File: config.mk
export PLATFORM = sky130hd
export DESIGN_NAME = burst_addr_gen
export DESIGN_NICKNAME = d
export VERILOG_FILES = /design/src/rtl/burst_addr_gen.sv
export SDC_FILE = /design/constraint.sdc
export NUM_CORES = 1
export LEC_CHECK = 0
export ABC_CLOCK_PERIOD_IN_PS = 2530
export CORE_MARGIN = 2
export CORE_UTILIZATION = 35
export CTS_BUF_LIST = sky130_fd_sc_hd__clkbuf_8
export DETAILED_ROUTE_END_ITERATION = 7
export RECOVER_POWER = 25
export SYNTH_ARGS = -nofsm -noshare
export SYNTH_HDL_FRONTEND = slang
export SYNTH_SLANG_ARGS = --single-unit
File: constraint.sdc
create_clock -name clk -period 2.53 [get_ports clk]
set_input_delay 0.506 -clock clk [delete_from_list [all_inputs] [get_ports clk]]
set_output_delay 0.506 -clock clk [all_outputs]
set_load 0.03 [all_outputs]
File: src/rtl/burst_addr_gen.sv
module burst_addr_gen #(
  parameter int AW    = 22,
  parameter int ROW_W = 7
) (
  input  logic          clk,
  input  logic          rst_n,
  input  logic          start,
  input  logic [AW-1:0] start_addr,
  input  logic [2:0]    len_code,
  input  logic          wrap_en,
  input  logic          advance,
  output logic [AW-1:0] addr,
  output logic          last_beat,
  output logic          row_end
);
  localparam int MAX_LG = 5;
  localparam int CNT_W  = MAX_LG;

  logic [AW-1:0]    addr_q, mask, nxt;
  logic [2:0]       code_q, lg;
  logic             wrap_q, active, cont, wrap_eff, fin;
  logic [CNT_W-1:0] beat;

  always_comb begin
    case (code_q)
      3'b001:  lg = 3'd2;
      3'b010:  lg = 3'd3;
      3'b011:  lg = 3'd4;
      3'b100:  lg = 3'd5;
      default: lg = 3'd0;
    endcase
  end

  assign cont     = (lg == 3'd0);
  assign mask     = (AW'(1) << lg) - AW'(1);
  assign wrap_eff = wrap_q & ~cont;
  assign nxt      = wrap_eff ? ((addr_q & ~mask) | ((addr_q + AW'(1)) & mask))
                             : addr_q + AW'(1);
  assign fin      = ~cont & (beat == mask[CNT_W-1:0]);

  assign addr      = addr_q;
  assign last_beat = active & fin;
  assign row_end   = active & ~wrap_eff & (&addr_q[ROW_W-1:0]);

  always_ff @(posedge clk or negedge rst_n) begin
    if (!rst_n) begin
      addr_q <= '0;
      code_q <= 3'b111;
      wrap_q <= 1'b0;
      active <= 1'b0;
      beat   <= '0;
    end else if (start) begin
      addr_q <= start_addr;
      code_q <= len_code;
      wrap_q <= wrap_en;
      active <= 1'b1;
      beat   <= '0;
    end else if (active && advance) begin
      if (fin) begin
        active <= 1'b0;
      end else begin
        addr_q <= nxt;
        if (!cont) beat <= beat + CNT_W'(1);
      end
    end
  end
endmodule


==> flow_metrics.py, run 1 <==
metrics = {
    "run_status": {
        "status": "finished clean",
    },
    "clock_network": {
        "cts.path.max_buffers": 2,
        "hold_buffers": 0,
        "cts_root_buffer": "clkbuf_8",
        "clk_latency_ns": 0.29,
        "cts_buffers": 5,
        "cts_sinks": 32,
        "clk_pin_slew_worst_paths_ns": 0.07,
        "h-tree-depth": 2,
        "cts_tree": "done",
    },
    "worst_setup_path": {
        "cp-end-kind": "primary output",
        "path_cells": "nand2b_1 -> o32a_1 -> a21oi_2 -> and2_1 -> buf_4",
        "worstSetupPathType": "register to primary output",
        "cp.arrival_ns": 1.88,
        "rr_worst_depth": 5,
        "critPathMaxFanout": 6,
        "cp_data_required_time_ns": 2.02,
        "cp-start-kind": "register",
        "cpPeakStageDelay_ns": 0.63,
        "timing.rr.start": "code_q[0]",
        "r2r_slack_ns": 0.29,
        "cp_slowest_cell": "dfstp_2",
    },
    "synth": {
        "ys_async_sr_fraction_pct": 100,
        "yosysTopAreaCellShare_pct": 34.9,
        "synth_compound_area_share_pct": 20.1,
        "synthSimpleGateAreaFrac_pct": 28.6,
        "ys.flop_type": "dfrtp_1",
        "syn_inst": 236,
        "synth_top_family_by_area": "simple AND/OR/NAND/NOR gates",
        "synthAdderAreaFrac_pct": 1.80,
        "synth_edf_count": 0,
        "yosysSeqAreaShare_pct": 38.7,
        "ys_ff_latch": 32,
        "avgSynthCellArea_um2": 8.82,
        "synth.distinct_cells": 55,
        "synth_area_mm2": 0.00208,
        "yosysWarnings": 0,
        "synthTopCellsByArea": "dfrtp_1, dfstp_2, a31oi_1, nand3_1, or4_1",
        "synth_xor_area_share_pct": 2.10,
        "synthMuxAreaShare_pct": 3.91,
        "yosysTopAreaCell": "dfrtp_1",
        "syn_nets": 269,
    },
    "drt": {
        "drtAntennaViolNets": 0,
        "post_drt_wl_per_cell_um": 15.3,
        "dr.pass1.iters": 4,
        "drt_iter0_markers": 131,
        "drc": 0,
        "via_per_inst": 5.69,
        "routed_wl_um": 5650,
        "vias": 2101,
    },
    "timing": {
        "tightest_slew_ns": 0.838,
        "finalCritPeriodShare_pct": 94.2,
        "setup_violations": 0,
        "hold_viol": 0,
        "finalSetupTns_ns": 0,
        "slew_viol_final": 0,
        "min_period_ns": 2.38,
        "slew_headroom_pct": 44.1,
        "max_freq_mhz": 420,
        "rsz0062_at_grt": "false",
        "skew_ns": 0.00658,
    },
    "finish": {
        "nFillCells": 605,
        "antenna_cells": 0,
        "final_common_cell": "clkdlybuf4s50_1",
        "area_growth_pct": 36.6,
        "final_nets": 326,
        "final_cell_mix": "clkdlybuf4s50_1, dfrtp_1, nand2_1",
        "drive_gt1_share_pct": 11.6,
    },
    "floorplanning": {
        "rows": 28,
        "dieArea_mm2": 0.00658,
        "die_width_um": 81.1,
        "core_mm2": 0.00582,
        "io_pins": 54,
        "die_y_um": 81.1,
        "initial_core_util_pct": 35.8,
    },
    "grt": {
        "grt_max_degree": 39,
        "grt_pass1_vias": 1897,
        "grt_overflow": 0,
        "grt.total_usage_pct": 17.9,
        "grt_pass1_wl_um": 9120,
        "antenna_found_initial": 0,
    },
    "worst_hold_path": {
        "whs_path_depth": 1,
        "hold_path_startpoint": "active",
        "min_to": "active",
        "hp-class": "register to register",
    },
    "pwr": {
        "peakVddDrop_v": 0.000247,
        "p_leak_nw": 1.08,
        "powerDensity_mw_per_mm2": 523,
        "p_total_mw": 1.49,
    },
    "job": {
        "maxCapViolations": 0,
    },
    "placed_design": {
        "dp_hpwl_um": 4000,
        "port_buffers": 53,
        "place_congestion": 0.777,
    },
}
==> cells by family after synthesis <==
family	after synthesis
buffers and inverters	22
multiplexers	7
AND/OR/NAND/NOR	106
AO/OA/AOI/OAI	59
adder cells (fa/ha/maj)	3
flip-flops	32
other	2
XOR/XNOR	5
==> how the worst max path moves through the flow <==
stage                    from         to  slack [ns]
CTS                 code_q[2]  last_beat        0.02
global placement      advance   register        0.21
floorplan           code_q[2]  last_beat        0.13
global route        code_q[0]  last_beat        0.04
finish              code_q[0]  last_beat        0.15
detailed placement    advance   register        0.15
==> critical path, delay by kind of cell, from the launching register on <==
| kind | cells | cell delay [ns] |
|---|---|---|
| simple gates | 2 | 0.27 |
| compound gates | 2 | 0.54 |
| buf+inv | 1 | 0.15 |
| flops | 1 | 0.63 |
==> timing repair <==
| action | in CTS | in global routing |
|---|---|---|
| cloned | 0 | 0 |
| setup endpoints to repair | 1 | 1 |
| gates resized for setup | 1 | 1 |
| buffers inserted | 1 | 2 |
==> stage by stage <==
| stage | instance area [um2] | worst slack (ns) | instances | util, % | hold slack [ns] |
|---|---|---|---|---|---|
| CTS | 2830 | 0.0247 | 367 | 48.6 | 0.540 |
| finish | 2840 | 0.147 | 369 | 48.9 | 0.539 |
| global route | 2840 | 0.0401 | 369 | 48.9 | 0.590 |
| detailed placement | 2720 | 0.152 | 358 | 46.8 | 0.525 |
| global placement | 2720 | 0.211 | 358 | 46.8 | 0.518 |
| floorplan | 2080 | 0.125 | 236 | - | 0.210 |
==> per-layer routing <==
| layer | share of wire (%) | global-route usage (%) |
|---|---|---|
| met5 | 0 | 0 |
| met4 | 0.90 | 4.58 |
| met3 | 6.4 | 3.67 |
| met2 | 46 | 29.2 |
| met1 | 46 | 24.4 |
==> Yosys cell counts (2+ instances only) <==
cell,instances
or2_2,2
clkbuf_1,7
o311ai_1,3
mux2_2,5
nand3b_1,3
nand2_1,18
dfstp_2,3
a21oi_1,8
nand2b_1,2
dfrtp_1,29
or3_1,5
nand4_1,9
xnor2_1,3
and3_1,7
or2_1,2
conb_1,2
nor2_1,14
buf_2,5
and4_1,2
a31oi_1,12
a311o_1,2
o211ai_1,6
inv_1,7
xor2_1,2
nor3_1,5
and2_1,6
ha_1,3
a31o_1,2
o31ai_1,7
or4_1,10
o21ai_0,4
o21ai_1,4
nand3_1,15
==> where the power goes <==
part           switching [mW]  internal (mW)
Combinational           0.240          0.206
Clock                   0.196          0.214
Sequential             0.0665          0.563
Total                   0.503          0.983
==> area by class of cell <==
class                   instances  area, um2  area share [%]
multi-input cells             182       1190            42.0
repair buffers                 64        631            22.2
clock inverters                 2       7.51           0.264
flip-flops and latches         32        805            28.3
well taps                      75       93.8            3.30
clock buffers                   6       82.6            2.90
inverters                       8       30.0            1.06
(Power assumes the default switching activity.)
==> run 2: changes to the inputs <==
--- a/config.mk
+++ b/config.mk
@@ -5,11 +5,11 @@
 export SDC_FILE = /design/constraint.sdc
 export NUM_CORES = 1
 export LEC_CHECK = 0
-export ABC_CLOCK_PERIOD_IN_PS = 2530
-export CORE_MARGIN = 2
-export CORE_UTILIZATION = 35
+export ABC_CLOCK_PERIOD_IN_PS = 2350
+export CORE_UTILIZATION = 51
 export CTS_BUF_LIST = sky130_fd_sc_hd__clkbuf_8
 export DETAILED_ROUTE_END_ITERATION = 7
+export PLACE_DENSITY = 0.83
 export RECOVER_POWER = 25
 export SYNTH_ARGS = -nofsm -noshare
 export SYNTH_HDL_FRONTEND = slang
==> constraint.sdc (replaced) <==
create_clock -name clk -period 2.35 [get_ports clk]
set_input_delay 0.47 -clock clk [delete_from_list [all_inputs] [get_ports clk]]
set_output_delay 0.47 -clock clk [all_outputs]
set_load 0.03 [all_outputs]
==> flow_metrics.py, run 2 (synthesized netlist as in run 1, its figures left out) <==
metrics = {
    "grt": {
        "grt.total_usage_pct": 27.4,
        "grt_pass1_vias": 1983,
        "antenna_found_initial": 0,
        "grt_pass1_wl_um": 8970,
        "grt_overflow": 0,
        "grt_max_degree": 33,
    },
    "clock_network": {
        "clk_latency_ns": 0.29,
        "h-tree-depth": 2,
        "cts_buffers": 5,
        "cts_tree": "done",
        "cts_sinks": 32,
        "clk_pin_slew_worst_paths_ns": 0.06,
        "cts_root_buffer": "clkbuf_8",
        "cts.path.max_buffers": 2,
    },
    "finish": {
        "nFillCells": 288,
        "final_nets": 334,
        "final_cells": 349,
        "final_cell_mix": "clkdlybuf4s50_1, dfrtp_1, nand2_1",
        "area_growth_pct": 38.3,
        "drive_gt1_share_pct": 15.0,
        "antenna_cells": 0,
        "final_common_cell": "clkdlybuf4s50_1",
    },
    "floorplanning": {
        "initial_core_util_pct": 54.8,
        "rows": 22,
        "die_width_um": 65.9,
        "die_y_um": 65.9,
        "dieArea_mm2": 0.00434,
        "io_pins": 54,
        "core_mm2": 0.00380,
    },
    "worst_setup_path": {
        "path_cells": "buf_6 -> or2_1 -> o32a_1 -> a21oi_2 -> and2_4 -> buf_6",
        "cp_data_required_time_ns": 1.88,
        "timing.rr.start": "code_q[2]",
        "path_buf_inv": 2,
        "cp_slowest_cell": "o32a_1",
        "cp-start-kind": "register",
        "worstSetupPathType": "register to primary output",
        "path_common_cell": "buf_6",
        "critPathMaxFanout": 4,
        "cp.arrival_ns": 1.82,
        "cp-end-kind": "primary output",
        "cpPeakStageDelay_ns": 0.39,
        "r2r_slack_ns": 0.15,
        "crit_start": "code_q[2]",
        "crit_family": "compound AO/OA/AOI/OAI gates",
    },
    "timing": {
        "hold_viol": 0,
        "hold_slack_ns": 0.559,
        "setup_violations": 0,
        "slew_viol_final": 0,
        "rsz0062_at_grt": "true",
        "tightest_slew_ns": 0.804,
        "slew_headroom_pct": 46.4,
        "finalCritPeriodShare_pct": 97.3,
        "max_freq_mhz": 437,
        "skew_ns": 0.00364,
        "min_period_ns": 2.29,
    },
    "placed_design": {
        "dp_hpwl_um": 3900,
        "dp_cells": 334,
        "port_buffers": 53,
        "place_congestion": 0.845,
    },
    "drt": {
        "via_per_inst": 6.10,
        "drt_iter0_markers": 124,
        "post_drt_wl_per_cell_um": 15.8,
        "dr.pass1.iters": 5,
        "vias": 2128,
        "drc": 0,
        "drtAntennaViolNets": 0,
        "routed_wl_um": 5510,
    },
    "worst_hold_path": {
        "hold_path_startpoint": "active",
        "hp-class": "register to register",
    },
    "pwr": {
        "powerDensity_mw_per_mm2": 569,
        "p_leak_nw": 1.12,
        "peakVddDrop_v": 0.000337,
    },
    "job": {
        "maxCapViolations": 0,
    },
    "run_status": {
        "status": "finished clean",
    },
}
run 2: changes by cell type in the layout (fill, tap and decap cells not counted):
cell      delta
dfrtp_2      +1
clkbuf_8     +1
and2_1       -1
buf_12       -1
mux2_2       -1
inv_1        -2
buf_4        +7
buf_6        +2
and2_4       +1
dfrtp_1      -1
mux2_4       +1
run 2: worst paths after layout:
kind,depth (start not counted),endpoint
max in group asynchronous,2,beat[3]
min in group asynchronous,2,addr[0]
max,6,last_beat
min reg2reg,1,active
min,1,active
max reg2reg,7,register
run 2: repair_timing:
item                       in CTS  in global routing
setup buffers                   5                  3
setup endpoints to repair       1                  1
pin swaps                       0                  3
hold buffers                    0                  0
gates resized for setup         1                  6
run 2: layout make-up:
type | instances | area, um2 | area share (%)
clock buffers | 7 | 96.3 | 3.35
inverters | 8 | 30.0 | 1.04
repair buffers | 72 | 686 | 23.8
well taps | 48 | 60.1 | 2.09
flip-flops and latches | 32 | 806 | 28.0
multi-input cells | 182 | 1200 | 41.7
run 2: through the flow:
stage | cell area, um2 | utilization (%) | setup TNS, ns | total power [mW] | worst slack [ns]
global route | 2880 | 75.8 | -0.0138 | 1.72 | -0.0100
CTS | 2840 | 74.8 | 0 | 1.64 | 0.000395
detailed placement | 2700 | 71.1 | 0 | 1.16 | 0.0862
finish | 2880 | 75.8 | 0 | 1.64 | 0.0624
floorplan | 2080 | - | 0 | 0.947 | 0.0374
global placement | 2700 | 71.1 | 0 | 1.15 | 0.154
run 2: power breakdown:
part | switching [mW] | internal (mW)
Sequential | 0.0668 | 0.606
Clock | 0.203 | 0.261
Combinational | 0.267 | 0.235
run 2: layer usage:
| layer | GRT usage, % | wire length (um) |
|---|---|---|
| met1 | 35.1 | 2390 |
| met2 | 45.4 | 2690 |
| met3 | 6.03 | 355 |
| met4 | 8.70 | 75 |
| met5 | 0 | 0 |
run 2: worst reg2reg max path, delay by kind of cell (launching register included):
kind	cells	cell delay (ns)
compound gates	1	0.16
simple gates	3	0.93
mux	1	0.28
buf+inv	2	0.22
flops	1	0.54
